### config.mk
export PLATFORM = sky130hd
export DESIGN_NAME = rc_range_coder
export DESIGN_NICKNAME = d
export VERILOG_FILES = /design/src/rtl/rc_pkg.sv /design/src/rtl/rc_range_detect.sv /design/src/rtl/rc_code_fmt.sv /design/src/rtl/rc_range_coder.sv
export SDC_FILE = /design/constraint.sdc
export NUM_CORES = 1
export LEC_CHECK = 0
export ABC_AREA = 1
export BUFFER_PORTS_ARGS = -buffer_cell sky130_fd_sc_hd__buf_4
export CAP_MARGIN = 20
export CORE_MARGIN = 4
export CORE_UTILIZATION = 54
export CTS_CLUSTER_DIAMETER = 60
export DETAILED_ROUTE_END_ITERATION = 10
export MAX_ROUTING_LAYER = met4
export PLACE_DENSITY_LB_ADDON = 0.15
export SKIP_CTS_REPAIR_TIMING = 1
export SYNTH_ARGS = -nofsm -noshare
export SYNTH_HDL_FRONTEND = slang
export SYNTH_HIERARCHICAL = 1
export SYNTH_SLANG_ARGS = --single-unit
### constraint.sdc
create_clock -name clk -period 0.9 [get_ports clk]
set_input_delay 0.18 -clock clk [delete_from_list [all_inputs] [get_ports clk]]
set_output_delay 0.18 -clock clk [all_outputs]
set_load 0.05 [all_outputs]
### src/rtl/rc_pkg.sv
package rc_pkg;
    typedef enum logic [1:0] {
        FMT_BIN  = 2'd0,
        FMT_TWOS = 2'd1,
        FMT_OFFB = 2'd2
    } fmt_e;

    typedef enum logic {
        S_IDLE = 1'b0,
        S_EMIT = 1'b1
    } coder_state_e;
endpackage

### src/rtl/rc_range_detect.sv
module rc_range_detect #(
    parameter int CAL_W = 28
) (
    input  logic                    bipolar,
    input  logic signed [CAL_W-1:0] ofs_val,
    input  logic signed [CAL_W-1:0] pos_coef,
    input  logic signed [CAL_W-1:0] neg_coef,
    output logic                    over,
    output logic                    under
);
    always_comb begin
        over = (ofs_val > pos_coef);
        if (bipolar) begin
            under = (ofs_val < neg_coef);
        end else begin
            under = ofs_val[CAL_W-1];
        end
    end
endmodule

### src/rtl/rc_code_fmt.sv
module rc_code_fmt
    import rc_pkg::*;
#(
    parameter int CAL_W  = 28,
    parameter int DATA_W = 24
) (
    input  fmt_e                     fmt,
    input  logic                     over,
    input  logic                     under,
    input  logic signed [CAL_W-1:0]  gain_val,
    output logic        [DATA_W-1:0] word
);
    localparam int PAD_W = CAL_W - DATA_W;
    localparam logic signed [CAL_W-1:0] BIP_MAX =
        $signed({{(PAD_W+1){1'b0}}, {(DATA_W-1){1'b1}}});
    localparam logic signed [CAL_W-1:0] BIP_MIN = -BIP_MAX - 1;
    localparam logic signed [CAL_W-1:0] UNI_MAX =
        $signed({{PAD_W{1'b0}}, {DATA_W{1'b1}}});
    localparam logic [DATA_W-1:0] TC_TOP = {1'b0, {(DATA_W-1){1'b1}}};
    localparam logic [DATA_W-1:0] TC_BOT = {1'b1, {(DATA_W-1){1'b0}}};

    logic [DATA_W-1:0] tc_word;
    logic [DATA_W-1:0] bin_word;

    always_comb begin
        if (over || (!under && gain_val > BIP_MAX)) begin
            tc_word = TC_TOP;
        end else if (under || gain_val < BIP_MIN) begin
            tc_word = TC_BOT;
        end else begin
            tc_word = gain_val[DATA_W-1:0];
        end
    end

    always_comb begin
        if (over || (!under && gain_val > UNI_MAX)) begin
            bin_word = '1;
        end else if (under || gain_val[CAL_W-1]) begin
            bin_word = '0;
        end else begin
            bin_word = gain_val[DATA_W-1:0];
        end
    end

    always_comb begin
        unique case (fmt)
            FMT_TWOS: word = tc_word;
            FMT_OFFB: word = {~tc_word[DATA_W-1], tc_word[DATA_W-2:0]};
            default:  word = bin_word;
        endcase
    end
endmodule

### src/rtl/rc_range_coder.sv
module rc_range_coder
    import rc_pkg::*;
#(
    parameter int CAL_W  = 28,
    parameter int DATA_W = 24
) (
    input  logic                    clk,
    input  logic                    rst_n,
    input  logic                    in_valid,
    input  logic                    bipolar,
    input  logic                    twos_sel,
    input  logic signed [CAL_W-1:0] ofs_val,
    input  logic signed [CAL_W-1:0] gain_val,
    input  logic signed [CAL_W-1:0] pos_coef,
    input  logic signed [CAL_W-1:0] neg_coef,
    output logic [DATA_W-1:0]       code_out,
    output logic                    over_flag,
    output logic                    under_flag,
    output logic                    out_valid
);
    coder_state_e state_q, state_d;
    fmt_e         fmt;
    logic         over_c, under_c;
    logic [DATA_W-1:0] word_c;

    always_comb begin
        if (!bipolar) begin
            fmt = FMT_BIN;
        end else if (twos_sel) begin
            fmt = FMT_TWOS;
        end else begin
            fmt = FMT_OFFB;
        end
    end

    rc_range_detect #(.CAL_W(CAL_W)) u_detect (
        .bipolar (bipolar),
        .ofs_val (ofs_val),
        .pos_coef(pos_coef),
        .neg_coef(neg_coef),
        .over    (over_c),
        .under   (under_c)
    );

    rc_code_fmt #(.CAL_W(CAL_W), .DATA_W(DATA_W)) u_fmt (
        .fmt     (fmt),
        .over    (over_c),
        .under   (under_c),
        .gain_val(gain_val),
        .word    (word_c)
    );

    // next state: S_IDLE --in_valid--> S_EMIT; S_EMIT --!in_valid--> S_IDLE
    always_comb begin
        state_d = state_q;
        unique case (state_q)
            S_IDLE:  if (in_valid) state_d = S_EMIT;
            S_EMIT:  if (!in_valid) state_d = S_IDLE;
            default: state_d = S_IDLE;
        endcase
    end

    always_ff @(posedge clk or negedge rst_n) begin
        if (!rst_n) begin
            state_q <= S_IDLE;
        end else begin
            state_q <= state_d;
        end
    end

    always_ff @(posedge clk or negedge rst_n) begin
        if (!rst_n) begin
            code_out   <= '0;
            over_flag  <= 1'b0;
            under_flag <= 1'b0;
        end else if (in_valid) begin
            code_out   <= word_c;
            over_flag  <= over_c;
            under_flag <= under_c;
        end
    end

    assign out_valid = (state_q == S_EMIT);
endmodule

==> results by group <==
Worst setup path
  – Crit Path Class: input pin to flip-flop
  – CP required: 1.08 ns
  – CP Cell Sequence: buf_4 -> inv_1 -> ha_4 -> nand2_1 -> nor2_1 -> nand2_2 -> nor3b_4 -> nand2_2 -> a21oi_2 -> nor2_2 -> inv_2 -> nand2_4 -> nor2_8 -> buf_12 -> nand2_4 -> nand2_1 -> nand2_1 -> nand2_1 -> nand2_1
  – Crit-path max cell delay: 0.30 ns
  – Critical path startpoint category: input pin
  – R2R Path Start: code_out[20]
  – Critical Path AT: 2.45 ns
  – Crit-path slowest cell: ha_4
  – CP Max Fanout: 7
  – Crit. End Element: flip-flop
  – CP top delay family: simple AND/OR/NAND/NOR gates
  – Most frequent CP cell: nand2_1
  – Worst Setup SP: pos_coef[21]
  – Buf/Inv on CP: 4

Cells and area
  – Number of diodes: 0
  – Syn-to-layout area delta: 60.0%
  – Multi-input combinational cell area: 2880 um2
  – Fillers: 303
  – Post-route non-filler standard cell count: 817
  – Register area: 676 um2
  – Share of post-route cells with drive strength above 1: 42.2%
  – Fin nets: 915

Global route
  – Antenna violations before repair: 0
  – First-pass GRT wire length: 16200 um
  – Gr usage total: 25.7%
  – Global route overflow: 0
  – Vias in the first global route: 3888
  – Largest net degree at the start of global routing: 29

Clock tree
  – Root Buffer Master: clkbuf_8
  – Clock Tree Buf Depth: 2
  – CTS buffer count: 3
  – CTS tree: yes
  – Clk_lat worst skew: 0.29 ns
  – Htree depth: 1
  – Clock transition at the registers of the reported paths: 0.11 ns
  – Sink Count: 27

Routing
  – DRC Markers: 0
  – Vias: 4633
  – WL final: 14100 um
  – Via-to-Cell Ratio: 5.67
  – Post-route ant nets: 0
  – Initial DRC count: 444
  – Drt wl/cell: 17.3 um
  – 1st-pass router iterations: 6

Timing
  – Final Slew Violations: 0
  – Setup WS post-layout: -1.37 ns
  – Fin Setup TNS: -36.45 ns
  – Fin crit share: 253%
  – FMAX: 440 MHz
  – Clock Skew: 0 ns
  – # setup viols final: 53
  – RSZ-0062 raised after global routing: yes
  – Max-Slew Margin vs Limit: 76.0%
  – Final hold vios: 0
  – Slew @ Worst Pin: 0.361 ns
  – Tmin final: 2.27 ns

Yosys
  – Commonest cells post-synth: nand2_1, inv_1, ha_1, nor2_1, dfrtp_1
  – Synth Area per Inst: 6.18 um2
  – Count leader, synth: nand2_1
  – Part of the Yosys area used for sequential elements: 18.9%
  – Synth Flop Type: dfrtp_1
  – Cells after Synth: 579
  – Post-synth ARST share: 100%
  – Area contributors post-synth: nand2_1, ha_1, dfrtp_1
  – Net Count, Synth: 753
  – Share of the synthesized area in the top cell type: 23.6%
  – Netlist cell types: 28
  – Yosys warns: 6
  – Flip-flop and latch count after synthesis: 27
  – Post-synth EDFFs: 0
  – Top cell type by total area after synthesis: nand2_1
  – Mapped cell area: 3580 um2

Status
  – Outcome: finished with violations
  – Failing checks: negative setup slack

Power
  – Pleak: 3.21 nW
  – Int Power: 3.67 mW
  – Sw frac: 46.8%
  – Psw: 3.23 mW
  – PD cells: 1210 nW/um2
  – Sequential share of power: 23.6%
  – Worst vdd ir: 1.55 mV
  – Comb pwr share: 65.5%
  – Clk network pwr share: 10.9%

Run
  – Number of max-cap violations: 0

Hold path
  – Hold_sp: in_valid
  – Hold Crit Class: input pin to flip-flop

Place
  – Placed Cells incl. Taps: 797
  – Post-place setup slack: -1.51 ns
  – I/O Buffers: 143
  – Placer Congestion: 0.829
  – DP HPWL: 8080 um

Floorplanning
  – Die ar.: 7990 um2
  – Row count: 29
  – Core area: 6390 um2
  – Initial Utilization: 56.0%
  – Die H: 89.4 um
  – I/O Pins: 144
  – Die width: 89.4 um
routing by layer:
| metal | track usage, % | vias to the layer above | part of all wire [%] |
|---|---|---|---|
| li1 | - | 2063 | - |
| met1 | 31.0 | 2113 | 33 |
| met2 | 45.0 | 347 | 51 |
| met3 | 3.32 | 110 | 9.3 |
| met4 | 6.36 | 0 | 6.3 |
| met5 | - | - | 0 |
worst register-to-register path, stage by stage, from the launching register on:
cell and delay (ns):
dfrtp_1 0.44, buf_4 0.15, nand2_1 0.07, nand2_1 0.07
registers in the layout, summed over array words and instances (netlist names):
| name | count |
|---|---|
| under_flag | 1 |
| over_flag | 1 |
| out_valid | 1 |
| code_out | 24 |
cell type report:
class	instances	share of cell area, %
clock buffers	3	0.721
repair buffers	174	27.3
well taps	77	1.68
inverters	112	8.09
flip-flops and latches	27	11.8
multi-input cells	423	50.3
clock inverters	1	0.131
final timing paths:
| path | endpoint | cells after the start | slack [ns] |
|---|---|---|---|
| max | code_out[14] | 19 | -1.37 |
| min | out_valid | 1 | 0.21 |
| max reg2reg | code_out[20] | 3 | 0.08 |
| min reg2reg | code_out[6] | 2 | 0.52 |
| max in group asynchronous | code_out[7] | 2 | 0.26 |
| min in group asynchronous | code_out[12] | 2 | 0.36 |
cell usage in the layout (no fill, tap or decap), types with 3 or more instances in the layout:
| cell | netlist | final |
|---|---|---|
| a21oi_1 | 22 | 14 |
| a21oi_2 | 0 | 8 |
| buf_12 | 2 | 3 |
| buf_4 | 3 | 121 |
| buf_6 | 3 | 46 |
| clkbuf_8 | 0 | 3 |
| dfrtp_1 | 27 | 27 |
| ha_1 | 57 | 33 |
| ha_4 | 0 | 24 |
| inv_1 | 110 | 84 |
| inv_2 | 0 | 18 |
| inv_4 | 0 | 7 |
| nand2_1 | 225 | 197 |
| nand2_2 | 26 | 39 |
| nand2_4 | 2 | 16 |
| nand3_1 | 12 | 8 |
| nand3_2 | 0 | 4 |
| nor2_1 | 39 | 31 |
| nor2_2 | 1 | 5 |
| nor2_4 | 1 | 5 |
| o21a_1 | 3 | 3 |
| o21ai_0 | 25 | 25 |
metrics by stage:
step / hold WS (ns) / total power [mW] / instance area (um2) / util, %
6_report: 0.210 / 6.90 / 5720 / 89.6
5_1_grt: 0.214 / 7.23 / 5720 / 89.6
4_1_cts: -0.190 / 5.78 / 4880 / 76.5
3_5_place_dp: 0.117 / 5.05 / 4830 / 75.7
3_3_place_gp: 0.110 / 4.94 / 4830 / 75.7
2_1_floorplan: -0.116 / 3.83 / 3670 / -
power by group through the flow:
stage,clock (mW),combinational [mW],sequential [mW]
3_5_place_dp,0,3.46,1.59
5_1_grt,0.770,4.82,1.63
3_3_place_gp,0,3.36,1.58
4_1_cts,0.733,3.47,1.57
2_1_floorplan,0,1.50,2.33
6_report,0.755,4.52,1.63
cells by family after synthesis:
kind of cell / after synthesis / synth area share (%)
buffers and inverters: 129 / 16.3
adders and majority gates: 57 / 19.9
AOI/OAI and AO/OA: 53 / 7.70
DFF: 27 / 18.9
and+or+nand+nor: 313 / 37.2
Note: power is estimated with default switching activity, not from simulation.
